$ cat src/rtl/rdc_pkg.sv
package rdc_pkg;
   localparam int NUM_REGS = 6;
   localparam int REG_OPT  = 0;
   localparam int REG_RXC  = 1;
   localparam int REG_IDA  = 2;
   localparam int REG_CFG  = 3;
   localparam int REG_BASE = 4;
   localparam int REG_CORE = 5;

   typedef enum logic [1:0] {
      CLS_HW      = 2'd0,
      CLS_PERSIST = 2'd1,
      CLS_CORE    = 2'd2
   } rst_class_e;

   function automatic rst_class_e reg_class(input int idx);
      if (idx == REG_OPT)       return CLS_HW;
      else if (idx == REG_CORE) return CLS_CORE;
      else                      return CLS_PERSIST;
   endfunction
endpackage

$ cat src/rtl/rdc_rst_sync.sv
module rdc_rst_sync #(
   parameter int STAGES = 2
) (
   input  logic clk,
   input  logic arst_n,
   output logic sync_n
);
   logic [STAGES-1:0] chain_q;

   always_ff @(posedge clk or negedge arst_n) begin
      if (!arst_n) chain_q <= '0;
      else         chain_q <= {chain_q[STAGES-2:0], 1'b1};
   end

   assign sync_n = chain_q[STAGES-1];
endmodule

$ cat src/rtl/rdc_reset_merge.sv
module rdc_reset_merge #(
   parameter int MODE_W = 2
) (
   input  logic              clk,
   input  logic              hw_sync_n,
   input  logic              sw_hold,
   input  logic              soft_hold,
   input  logic              ee_busy,
   input  logic [MODE_W-1:0] mode_strap,
   output logic              hw_rst,
   output logic              persist_rst,
   output logic              core_rst,
   output logic              load_pulse,
   output logic [MODE_W-1:0] mode_q
);
   logic released_q;

   always_ff @(posedge clk) begin
      released_q <= hw_sync_n;
   end

   assign hw_rst      = ~hw_sync_n;
   assign load_pulse  = hw_sync_n & ~released_q;
   assign persist_rst = hw_rst | sw_hold;
   assign core_rst    = persist_rst | soft_hold | load_pulse | ee_busy;

   always_ff @(posedge clk) begin
      if (hw_rst)          mode_q <= '0;
      else if (load_pulse) mode_q <= mode_strap;
   end
endmodule

$ cat src/rtl/rdc_regfile.sv
module rdc_regfile
   import rdc_pkg::*;
#(
   parameter int DATA_W = 8,
   parameter int ADDR_W = 3
) (
   input  logic              clk,
   input  logic              rst_hw,
   input  logic              rst_persist,
   input  logic              rst_core,
   input  logic              wr_en,
   input  logic [ADDR_W-1:0] addr,
   input  logic [DATA_W-1:0] wr_data,
   output logic [DATA_W-1:0] rd_data,
   output logic [DATA_W-1:0] opt_q,
   output logic [DATA_W-1:0] rxc_q
);
   logic [NUM_REGS-1:0][DATA_W-1:0] bank;

   for (genvar i = 0; i < NUM_REGS; i++) begin : g_reg
      localparam rst_class_e CLS = reg_class(i);
      logic              clr;
      logic [DATA_W-1:0] q;

      if (CLS == CLS_HW) begin : g_hw
         assign clr = rst_hw;
      end else if (CLS == CLS_PERSIST) begin : g_persist
         assign clr = rst_persist;
      end else begin : g_core
         assign clr = rst_core;
      end

      always_ff @(posedge clk) begin
         if (clr)                                 q <= '0;
         else if (wr_en && addr == ADDR_W'(i))    q <= wr_data;
      end

      assign bank[i] = q;
   end

   always_comb begin
      rd_data = '0;
      for (int k = 0; k < NUM_REGS; k++) begin
         if (addr == ADDR_W'(k)) rd_data = bank[k];
      end
   end

   assign opt_q = bank[REG_OPT];
   assign rxc_q = bank[REG_RXC];
endmodule

$ cat src/rtl/rst_domain_ctrl.sv
module rst_domain_ctrl
   import rdc_pkg::*;
#(
   parameter int DATA_W      = 8,
   parameter int ADDR_W      = 3,
   parameter int MODE_W      = 2,
   parameter int SYNC_STAGES = 2,
   parameter int SWRST_BIT   = 0,
   parameter int SOFT_BIT    = 0
) (
   input  logic              clk,
   input  logic              hw_rst_n,
   input  logic              bus_wr,
   input  logic [ADDR_W-1:0] bus_addr,
   input  logic [DATA_W-1:0] bus_wdata,
   output logic [DATA_W-1:0] bus_rdata,
   input  logic [MODE_W-1:0] mode_strap,
   output logic [MODE_W-1:0] mode_latched,
   output logic              strap_sample,
   output logic              ee_load_req,
   input  logic              ee_busy,
   input  logic              irq_src,
   output logic              irq_rdy,
   output logic              rst_all,
   output logic              rst_persist,
   output logic              rst_core
);
   if (SYNC_STAGES < 2) begin : g_bad_sync
      $error("SYNC_STAGES must be at least 2");
   end
   if ((1 << ADDR_W) < NUM_REGS) begin : g_bad_addr
      $error("ADDR_W too small for the register map");
   end
   if (SWRST_BIT >= DATA_W || SOFT_BIT >= DATA_W) begin : g_bad_bit
      $error("reset control bit outside the data width");
   end
   if (MODE_W < 1) begin : g_bad_mode
      $error("MODE_W must be at least 1");
   end

   logic              hw_sync_n;
   logic              load_pulse;
   logic [DATA_W-1:0] opt_q;
   logic [DATA_W-1:0] rxc_q;

   rdc_rst_sync #(.STAGES(SYNC_STAGES)) u_sync (
      .clk    (clk),
      .arst_n (hw_rst_n),
      .sync_n (hw_sync_n)
   );

   rdc_reset_merge #(.MODE_W(MODE_W)) u_merge (
      .clk         (clk),
      .hw_sync_n   (hw_sync_n),
      .sw_hold     (opt_q[SWRST_BIT]),
      .soft_hold   (rxc_q[SOFT_BIT]),
      .ee_busy     (ee_busy),
      .mode_strap  (mode_strap),
      .hw_rst      (rst_all),
      .persist_rst (rst_persist),
      .core_rst    (rst_core),
      .load_pulse  (load_pulse),
      .mode_q      (mode_latched)
   );

   rdc_regfile #(.DATA_W(DATA_W), .ADDR_W(ADDR_W)) u_regs (
      .clk         (clk),
      .rst_hw      (rst_all),
      .rst_persist (rst_persist),
      .rst_core    (rst_core),
      .wr_en       (bus_wr),
      .addr        (bus_addr),
      .wr_data     (bus_wdata),
      .rd_data     (bus_rdata),
      .opt_q       (opt_q),
      .rxc_q       (rxc_q)
   );

   assign strap_sample = load_pulse;
   assign ee_load_req  = load_pulse;
   assign irq_rdy      = opt_q[SWRST_BIT] ? 1'b0 : irq_src;
endmodule

$ cat config.mk
export PLATFORM = sky130hd
export DESIGN_NAME = rst_domain_ctrl
export DESIGN_NICKNAME = d
export VERILOG_FILES = /design/src/rtl/rdc_pkg.sv /design/src/rtl/rdc_rst_sync.sv /design/src/rtl/rdc_reset_merge.sv /design/src/rtl/rdc_regfile.sv /design/src/rtl/rst_domain_ctrl.sv
export SDC_FILE = /design/constraint.sdc
export NUM_CORES = 1
export LEC_CHECK = 0
export BUFFER_PORTS_ARGS = -buffer_cell sky130_fd_sc_hd__buf_2
export CORE_ASPECT_RATIO = 1.75
export CORE_MARGIN = 8
export CORE_UTILIZATION = 30
export DETAILED_ROUTE_END_ITERATION = 8
export GPL_TIMING_DRIVEN = 0
export MAX_ROUTING_LAYER = met4
export SLEW_MARGIN = 20
export SYNTH_ARGS = -nofsm -noshare
export SYNTH_HDL_FRONTEND = slang
export SYNTH_SLANG_ARGS = --single-unit
$ cat constraint.sdc
create_clock -name clk -period 2.4 [get_ports clk]
set_clock_uncertainty 0.2 [all_clocks]
set_input_delay 0.6 -clock clk [delete_from_list [all_inputs] [get_ports clk]]
set_output_delay 0.6 -clock clk [all_outputs]
set_load 0.005 [all_outputs]
# Word-level counts from Yosys, hierarchy flattened
# Index checks and enable logic that the tools add are counted.
[classes]
n_bitwise = 7
eq_ne = 5
n_mul = 0
n_lt_le_gt_ge = 0
mux = 7
n_shift = 0
n_reduce_logical = 7
div_mod_pow = 0
add_sub_neg = 0
[op_table]
columns = ["operator", "n"]
rows = [
  ["8-bit 2-to-1 mux", 6],
  ["3-bit by 2-bit equality test with 1-bit output (second input constant)", 2],
  ["3-bit equality test (second input constant)", 2],
  ["1-bit logical AND", 6],
  ["1-bit bitwise OR", 4],
  ["3-bit by 1-bit equality test with 1-bit output (second input constant)", 1],
  ["3-bit logical NOT", 1],
  ["1-bit NOT", 2],
  ["1-bit AND", 1],
  ["1-bit 2-to-1 mux", 1],
]
[totals]
mem_bits_rw = 0
out_inout_bits = 16
n_memories = 0
latchBits = 0
input_bits = 18
mem_bits_ro = 0
word_cells = 35
regBits = 53

# Logic depth before layout (Yosys ltp)
# Gate-level depths: netlist of the first run.
[logic_depth]
ltp_word = 7
ltp_mapped = 5

# Modules after synthesis
# From an unflattened synthesis of the first run, not the netlist that was laid out.
[unflattened]
hier_cells = 257
hier_area_um2 = 2402.3
[by_module_without_submodules]
columns = ["mod", "seq_area_each_um2", "area_each_um2", "cells_each", "instances"]
rows = [
  ["rdc_regfile", 960.9, 2208.4, 241, 1],
  ["rdc_reset_merge", 60.1, 118.9, 11, 1],
  ["rdc_rst_sync", 50.0, 53.8, 3, 1],
  ["rst_domain_ctrl", 0.0, 21.3, 2, 1],
]

# Worst setup path after synthesis of the first run
# No wires, ideal clock.
[synth_timing]
kind = "input to output"
start = "input port bus_addr[1]"
end = "output port bus_rdata[5]"
t_arrival_ns = 1.473
path_slack_ns = 0.127
cell_stages = 4
t_required_ns = 1.600
path_buffers = 1
cell_sequence = "buf_2 -> inv_1 -> or3_1 -> a221oi_1"
[synth_between]
elab_chain_cells = 7
elab_cells_between_ends = 12
[synth_lines]
columns = ["element", "line", "rtl"]
rows = [
  ["from (decl)", "rst_domain_ctrl.sv:14", "input logic [ADDR_W-1:0] bus_addr,"],
  ["3-bit logical NOT", "rdc_regfile.sv:44", "if (addr == ADDR_W'(k)) rd_data = bank[k];"],
  ["8-bit 2-to-1 mux (5 in series)", "rdc_regfile.sv:44", ""],
  ["8-bit 2-to-1 mux *", "rdc_regfile.sv:44", ""],
  ["to (decl)", "rst_domain_ctrl.sv:16", "output logic [DATA_W-1:0] bus_rdata,"],
]
# Mark *: on every way between the ends. The rest lies on a longest branch, timed or not.

# Final worst setup path of the first run
[layout_timing]
start = "input port bus_addr[2]"
end = "output port bus_rdata[5]"
# The elaborated chain is that of the path after synthesis.

==> results_dict.tcl, run 1 <==
set metrics [dict create \
    status "finished, violations left" \
    violations "setup timing" \
    worstPathRequired_ps 1600 \
    max_stage_delay_ps 390 \
    hold_viol 0 \
    synth_nets 282 \
    clock.fmax_ghz 0.417 \
    die_x_um 84.1 \
    netlist_area_um2 2430 \
    critical-path-top-delay-family "simple AND/OR/NAND/NOR gates" \
    synth_area_leaders "dfxtp_1 (42%), mux2i_1 (11%), nand2_1 (8.3%), mux4_2 (5.5%), a21oi_1 (5.1%)" \
    p_switching_mw 0.450 \
    yosys_warnings 0 \
    grt_max_degree 17 \
    comb_power_share_pct 9.8 \
    cts_buffer_depth 2 \
    grt_pass1_wl_um 11000 \
    cts_tree "done" \
    placed_area_um2 2710 \
    endpoint_kind "primary output" \
    switching_share_pct 23.0 \
    cellLeakagePower_nw 1.18 \
    drt-total-wl_um 6750 \
    cap_viol_max_count 0 \
    cellPowerDensity_nw_per_um2 650 \
    worstPathCellList "buf_4 -> or3_4 -> a221oi_2 -> buf_2" \
    fin_crit_ps 2400 \
    reg2regPathDepth 4 \
    drt-initial-drc-count 111 \
    cts_max_level 2 \
    coreArea_um2 7910 \
    async_reset_ff_share_pct 3.77 \
    antenna_found_initial 0 \
    num_antenna_cells 0 \
    final_cell_area_um2 3000 \
    avgSynthCellArea_um2 9.22 \
    dp_hpwl_um 5050 \
    setup_viol_count_final 1 \
    numCtsBuffers 5 \
    worst_path_max_delay_cell "or3_4" \
    cp-start-kind "input pin" \
    ys.flop_type "dfxtp_1" \
    dp_slack_ps -327 \
    clk_latency_ps 290 \
    min_path_cells 0 \
    num_rows 43 \
    synth_edf_count 0 \
    ys_ff_latch 53 \
    power.share.sequential_pct 46.7 \
    hold_ws_ps 151 \
    ys_types 38 \
    intPower_mw 1.50 \
    path_buf_inv 2 \
    die_h_um 135 \
    path_clk_slew_ps 60 \
    yosysTopAreaCellShare_pct 41.9 \
    rsz0062_at_grt "true" \
    area_growth_pct 23.3 \
    initial_core_util_pct 30.8 \
    cts_num_sinks 53 \
    grt-ovfl-total 0 \
    grt_use_total_pct 12.7 \
    viasPerCell 5.09 \
    synth_seq_area_share_pct 44.0 \
    grt_pass1_vias 2141 \
    vdd_ir_drop_max_v 0.000302 \
    cts-root-buf "clkbuf_16" \
    drive_gt1_share_pct 28.7 \
    postRouteAntennaNets 0 \
    nFillCells 804 \
    drv_slew 0 \
    arrival_ps 1600 \
    vias 2020 \
    period_share_pct 100 \
    ys_top_cells_by_count "nand2_1 (54), dfxtp_1 (51), mux2i_1 (27), nor2_1 (27), a21oi_1 (25)" \
    yosysMostFrequentCell "nand2_1" \
    worst_slew_pin_slew_ps 553 \
    first_pass_iters 6 \
    regArea_um2 1070 \
    worstSetupPathDepth 4 \
    fin_nets 324 \
    avgRoutedWirePerCell_um 17.0 \
    clkPwrFrac_pct 43.5 \
    ios 34 \
    cp_max_fo 13 \
    worst_slack_ps -0.442 \
    gp_congestion 0.854 \
    io_buffers 32 \
    numPlacedInstances 386 \
    synth_top_cell_by_area "dfxtp_1" \
    crit_type "in -> out" \
    drc 0 \
    final_cells 397 \
    multiInputGateArea_um2 1270 \
    maxSlewHeadroom_pct 63.1 \
    dieArea_um2 11400 \
    postSynthCellCount 264 \
    hold_path.class "reg -> reg" \
]
[power by group through the flow]
stage          Sequential [mW]  Combinational, mW  Clock (mW)
2_1_floorplan            0.928              0.105           0
3_3_place_gp             0.931              0.171           0
3_5_place_dp             0.932              0.173           0
4_1_cts                  0.911              0.190       0.872
5_1_grt                  0.914              0.208       0.904
6_report                 0.912              0.191       0.849
[per-stage QoR]
step	power [mW]	TNS [ps]	util, %
after global routing	2.03	-84.1	38.0
after CTS	1.97	-38.6	37.7
after global placement	1.10	-2130	34.2
final	1.95	-0.442	38.0
after detailed placement	1.11	-2240	34.2
after floorplan	1.03	0	-
[logic make-up after synthesis]
family,Yosys count,synth area share [%]
flops,53,44.0
buf+inv,25,5.50
mux,34,17.1
compound gates,51,13.3
other cells,1,0.154
simple gates,100,20.0
[area by class of cell]
class                   count  share of cell area, %
plain buffers              17                   3.83
clock buffers               6                   4.62
clock inverters             2                   1.25
inverters                   3                  0.375
multi-input cells         186                   42.2
flip-flops and latches     53                   35.7
well taps                  90                   3.75
repair buffers             40                   8.25
[path summary, 6_finish.rpt]
kind | start | to | slack [ps]
worst max register to register | u_sync.chain_q[1] | u_regs.g_reg[5].q[2] | 750
worst min register to register | u_sync.chain_q[0] | u_sync.chain_q[1] | 150
worst max-delay path | bus_addr[2] | bus_rdata[5] | -0.4
max in group asynchronous | hw_rst_n | u_sync.chain_q[1] | 1490
worst min-delay path | u_sync.chain_q[0] | u_sync.chain_q[1] | 150
min in group asynchronous | hw_rst_n | u_sync.chain_q[0] | 420
[placed cells by master (no fill, tap or decap), types with 3 or more instances in the layout]
cell type   n
buf_6       3
nand2_1    52
a21oi_1    23
dfxtp_1    50
clkbuf_16   5
buf_4      12
buf_2      31
nor2_1     27
clkbuf_1    4
o211a_1     6
a21oi_2    10
buf_8       3
mux4_2      6
o21ai_1     7
mux2i_1    27
[state kept, by name, indices dropped and copies added, names as in the netlist]
name                cells
u_regs.g.q             32
u_regs.opt_q            8
u_regs.rxc_q            8
u_merge.mode_q          2
u_sync.chain_q          2
u_merge.released_q      1
[what timing repair did]
item	in CTS	in global routing
hold buffers	1	0
pin swaps	4	9
buffers inserted	7	0
gates resized for setup	21	8
hold endpoints to repair	2	0
endpoints found under the setup margin	11	6
[routing by layer]
metal / vias up / track usage [%] / wire length (µm)
li1: 990 / - / -
met1: 965 / 12.2 / 2620
met2: 42 / 22.2 / 3630
met4: 0 / 9.46 / 342
met5: - / - / 0
met3: 23 / 2.11 / 153
Note: power is estimated with default switching activity, not from simulation.
==> inputs of run 2 (changes only) <==
Settings changed: MAX_ROUTING_LAYER met4 to not set, SETUP_SLACK_MARGIN set to 0.02.
==> results_dict.tcl, run 2 (synthesis results as in run 1) <==
set metrics [dict create \
    io_buffers 32 \
    placed_area_um2 2710 \
    vias 2020 \
    grt_pass1_wl_um 11100 \
    coreArea_um2 7910 \
    die_h_um 135 \
    setup_viol_count_final 0 \
    status "completed" \
    crit_type "in -> out" \
    drc 0 \
    path_clk_slew_ps 60 \
    fin_util_pct 38.1 \
    grt_use_total_pct 12.4 \
    clock.fmax_ghz 0.417 \
    cp-start-kind "input pin" \
    final_cells 398 \
    largest_reg_flops 32 \
    final_cell_mix "nand2_1 (52), dfxtp_1 (50), buf_2 (31), nor2_1 (27), mux2i_1 (27)" \
    worst_path_max_delay_cell "or3_4" \
    avgRoutedWirePerCell_um 17.0 \
    maxSlewHeadroom_pct 63.0 \
    clkPwrFrac_pct 43.4 \
    worstPathRequired_ps 1600 \
    vdd_ir_drop_max_v 0.000308 \
    drv_slew 0 \
    numCtsBuffers 5 \
    hold_viol 0 \
    grt_pass1_vias 2153 \
    drt-total-wl_um 6760 \
    drive_gt1_share_pct 28.9 \
    postRouteAntennaNets 0 \
    cts_tree "done" \
    ios 34 \
    switching_share_pct 23.0 \
    final_common_cell "nand2_1" \
    worstPathCellList "buf_4 -> or3_4 -> a221oi_2 -> buf_2" \
    die_x_um 84.1 \
    grt-ovfl-total 0 \
    ff2ff_setup_slack_ps 810 \
    gp_congestion 0.841 \
    cellPowerDensity_nw_per_um2 648 \
    cts-root-buf "clkbuf_16" \
    cts_max_level 2 \
    clk_latency_ps 300 \
    num_rows 43 \
    intPower_mw 1.50 \
    comb_power_share_pct 9.9 \
    max_stage_delay_ps 390 \
    cp_max_fo 13 \
    endpoint_kind "primary output" \
    first_pass_iters 4 \
    hold_ws_ps 151 \
    cts_num_sinks 53 \
    cap_viol_max_count 0 \
    fin_crit_ps 2400 \
    arrival_ps 1600 \
    numPlacedInstances 386 \
    antenna_found_initial 0 \
    initial_core_util_pct 30.8 \
    rsz0062_at_grt "true" \
    grt_max_degree 17 \
    drt-initial-drc-count 71 \
    cts_buffer_depth 2 \
    p_switching_mw 0.448 \
    num_antenna_cells 0 \
    critical-path-top-delay-family "simple AND/OR/NAND/NOR gates" \
    power.share.sequential_pct 46.7 \
    final_cell_area_um2 3010 \
    dp_hpwl_um 5050 \
    period_share_pct 100 \
    regMostFlops "u_regs.g.q" \
    area_growth_pct 23.6 \
    worst_slew_pin_slew_ps 555 \
    path_buf_inv 2 \
    dieArea_um2 11400 \
    hold_path.class "reg -> reg" \
    viasPerCell 5.08 \
    cellLeakagePower_nw 1.19 \
    fin_nets 325 \
]
run 2: cell count changes in the layout (fill, tap and decap cells not counted):
| cell | change |
|---|---|
| buf_4 | +1 |
run 2: power groups by stage:
stage                     registers (mW)  clock network [mW]  logic, mW
final                              0.912               0.846      0.193
after global routing               0.914               0.904      0.210
after global placement             0.931                   0      0.171
after floorplan                    0.928                   0      0.105
after CTS                          0.911               0.872      0.194
after detailed placement           0.932                   0      0.173
run 2: per-stage QoR:
stage | total power [mW] | setup slack [ps] | TNS [ps]
global placement | 1.10 | -282 | -2130
floorplan | 1.03 | 127 | 0
finish | 1.95 | 0.572 | 0
global route | 2.03 | -17.7 | -70.5
CTS | 1.98 | -38.6 | -38.6
detailed placement | 1.11 | -327 | -2240
run 2: metal layers:
metal	track usage [%]	vias up	part of all wire [%]
met1	12.2	963	38
met4	9.46	0	4.3
met5	0	-	0
met2	22.4	48	54
li1	-	992	-
met3	2.29	17	2.8
run 2: area by class of cell:
type | instances | area, µm²
buffer | 17 | 115
clock buffer | 6 | 139
clock inverter | 2 | 37.5
fill | 802 | 4900
inverter | 3 | 11.3
multi-input combinational | 186 | 1270
sequential | 53 | 1070
tap | 90 | 113
timing repair buffer | 41 | 255
run 2: path summary, 6_finish.rpt:
kind	to	cells after the start	from
worst max-delay path	bus_rdata[5]	4	bus_addr[2]
worst min-delay path	u_sync.chain_q[1]	0	u_sync.chain_q[0]
worst max register to register	u_regs.g_reg[5].q[2]	4	u_sync.chain_q[1]
worst min register to register	u_sync.chain_q[1]	0	u_sync.chain_q[0]
max in group asynchronous	u_sync.chain_q[1]	2	hw_rst_n
min in group asynchronous	u_sync.chain_q[0]	2	hw_rst_n
run 2: timing repair:
| action | in CTS | in global routing |
|---|---|---|
| gates resized for setup | 22 | 9 |
| endpoints found under the hold margin | 2 | 0 |
| setup endpoints to repair | 11 | 9 |
| pin swaps | 9 | 5 |
| buffers inserted | 8 | 0 |
| hold buffers | 1 | 0 |
==> inputs of run 3 (changes only) <==
Settings changed: SYNTH_HIERARCHICAL set to 1.
==> results_dict.tcl, run 3 <==
set metrics [dict create \
    drt-initial-drc-count 135 \
    cp-startpoint "bus_addr[2]" \
    final_cells 396 \
    cts_num_sinks 53 \
    regMostFlops "u_regs/g.q" \
    met3_length_um 227 \
    final_cell_mix "dfxtp_1 (50), nand2_1 (48), mux2i_1 (36), buf_2 (31), nor2_1 (27)" \
    io_buffers 32 \
    synth_top_cell_by_area "dfxtp_1" \
    coreArea_um2 7860 \
    worst_slew_pin_slew_ps 559 \
    arrival_ps 1560 \
    power_mw 1.87 \
    cp-start-kind "input pin" \
    dp_hpwl_um 4680 \
    final_common_cell "dfxtp_1" \
    grt_max_degree 19 \
    nFillCells 798 \
    synth_area_leaders "dfxtp_1 (43%), mux2i_1 (15%), nand2_1 (7.7%), a21oi_1 (5.0%), nor2_1 (4.2%)" \
    path_clk_slew_ps 70 \
    yosysMostFrequentCell "dfxtp_1" \
    rsz0062_at_grt "true" \
    num_rows 43 \
    reg2regPathDepth 4 \
    first_pass_iters 4 \
    setup_viol_count_final 0 \
    clock.fmax_ghz 0.423 \
    num_antenna_cells 0 \
    gp_congestion 0.764 \
    ys_types 32 \
    numPlacedInstances 379 \
    hold_viol 0 \
    avgRoutedWirePerCell_um 15.5 \
    routed.top_layer "met4" \
    initial_core_util_pct 30.6 \
    ff2ff_setup_slack_ps 660 \
    drt-met1-wl_um 2310 \
    cts_buffer_depth 2 \
    hold_ws_ps 175 \
    postRouteAntennaNets 0 \
    area_growth_pct 29.1 \
    synth_seq_area_share_pct 44.6 \
    fin_nets 323 \
    dieArea_um2 11200 \
    netlist_area_um2 2400 \
    final_cell_area_um2 3100 \
    grt-ovfl-total 0 \
    placed_area_um2 2680 \
    postSynthCellCount 257 \
    avgSynthCellArea_um2 9.35 \
    ios 34 \
    status "completed" \
    synth_nets 275 \
    drive_gt1_share_pct 30.1 \
    viasPerCell 4.90 \
    rr_endpoint "u_regs/g_reg[5].q[1]" \
    async_reset_ff_share_pct 3.77 \
    die_h_um 134 \
    ys_ff_latch 53 \
    cts-root-buf "clkbuf_16" \
    yosys_warnings 6 \
    fin_crit_ps 2360 \
    yosysTopAreaCellShare_pct 42.5 \
    drt-total-wl_um 6160 \
    cts_tree "done" \
    hold_path.class "reg -> reg" \
    vdd_ir_drop_max_v 0.000370 \
    die_x_um 83.6 \
    maxSlewHeadroom_pct 62.7 \
    synth_edf_count 0 \
    vias 1942 \
    drv_slew 0 \
    numCtsBuffers 5 \
    grt_pass1_vias 2063 \
    met2_length_um 3440 \
    period_share_pct 98.4 \
    ys.flop_type "dfxtp_1" \
    max_stage_delay_ps 500 \
    cts_max_level 2 \
    worstPathCellList "buf_12 -> buf_8 -> mux4_2 -> nand2_2 -> o21ai_2 -> buf_2" \
    cellLeakagePower_nw 1.20 \
    grt_pass1_wl_um 10300 \
    worst_path_max_delay_cell "mux4_2" \
    endpoint_kind "primary output" \
    cap_viol_max_count 0 \
    worstPathRequired_ps 1600 \
    clk_latency_ps 290 \
    cp-endpoint "bus_rdata[6]" \
    r2r_start "u_regs/opt_q[0]" \
    ys_top_cells_by_count "dfxtp_1 (51), nand2_1 (49), mux2i_1 (36), nor2_1 (27), a21oi_1 (24)" \
    largest_reg_flops 32 \
    drc 0 \
    cellPowerDensity_nw_per_um2 603 \
    antenna_found_initial 0 \
    cp_max_fo 5 \
    crit_type "in -> out" \
    grt_use_total_pct 11.3 \
]
-- run 3: routing by layer --
layer  vias to the layer above  track usage (%)
met5                         -                0
met4                         0             6.18
met3                        13             2.49
met2                        51             21.5
met1                       897             10.8
li1                        981                -
-- run 3: cells by family after synthesis --
family | after synthesis | share of synthesized area [%]
AOI/OAI and AO/OA | 47 | 11.7
muxes | 41 | 17.8
buffers and inverters | 23 | 6.20
and+or+nand+nor | 92 | 19.5
DFF | 53 | 44.6
other | 1 | 0.156
-- run 3: final cells by class --
| cell class | instances | area [µm²] | share of cell area, % |
|---|---|---|---|
| flip-flops and latches | 53 | 1070 | 34.6 |
| well taps | 90 | 113 | 3.63 |
| inverters | 3 | 20.0 | 0.645 |
| repair buffers | 43 | 309 | 9.96 |
| clock buffers | 5 | 125 | 4.03 |
| multi-input cells | 181 | 1280 | 41.2 |
| clock inverters | 3 | 25.0 | 0.807 |
| plain buffers | 18 | 160 | 5.16 |
-- run 3: per-stage QoR --
step                setup slack, ps  setup TNS (ps)  util (%)
global route                   8.04               0      39.5
finish                         37.4               0      39.5
CTS                            23.4               0      38.5
floorplan                       188               0         -
global placement               -220           -1040      34.1
detailed placement             -246           -1160      34.1
-- run 3: worst min path at each step --
| stage | from | end | slack [ps] | cells after the start |
|---|---|---|---|---|
| floorplan | hw_rst_n | u_sync/chain_q[0] | 100 | 0 |
| global placement | u_sync/chain_q[0] | u_sync/chain_q[1] | 140 | 0 |
| detailed placement | u_sync/chain_q[0] | u_sync/chain_q[1] | 160 | 0 |
| CTS | u_sync/chain_q[0] | u_sync/chain_q[1] | 180 | 0 |
| global route | u_sync/chain_q[0] | u_sync/chain_q[1] | 190 | 0 |
| finish | u_sync/chain_q[0] | u_sync/chain_q[1] | 180 | 0 |
-- run 3: where the power goes --
part,switching [mW],total (mW),internal (mW)
registers,0.0119,0.911,0.899
clock network,0.332,0.724,0.392
logic,0.120,0.235,0.115
-- run 3: timing repair --
item,CTS,global route
hold buffers,1,0
setup endpoints to repair,9,9
gates cloned,2,0
resized for setup,36,11
setup buffers,2,6
endpoints found under the hold margin,2,0
pin swaps,10,3
-- run 3: worst max-delay path: cells and delay by family --
family | cells | cell delay [ps]
muxes | 1 | 500
buffers and inverters | 3 | 320
and+or+nand+nor | 1 | 90
AOI/OAI and AO/OA | 1 | 50
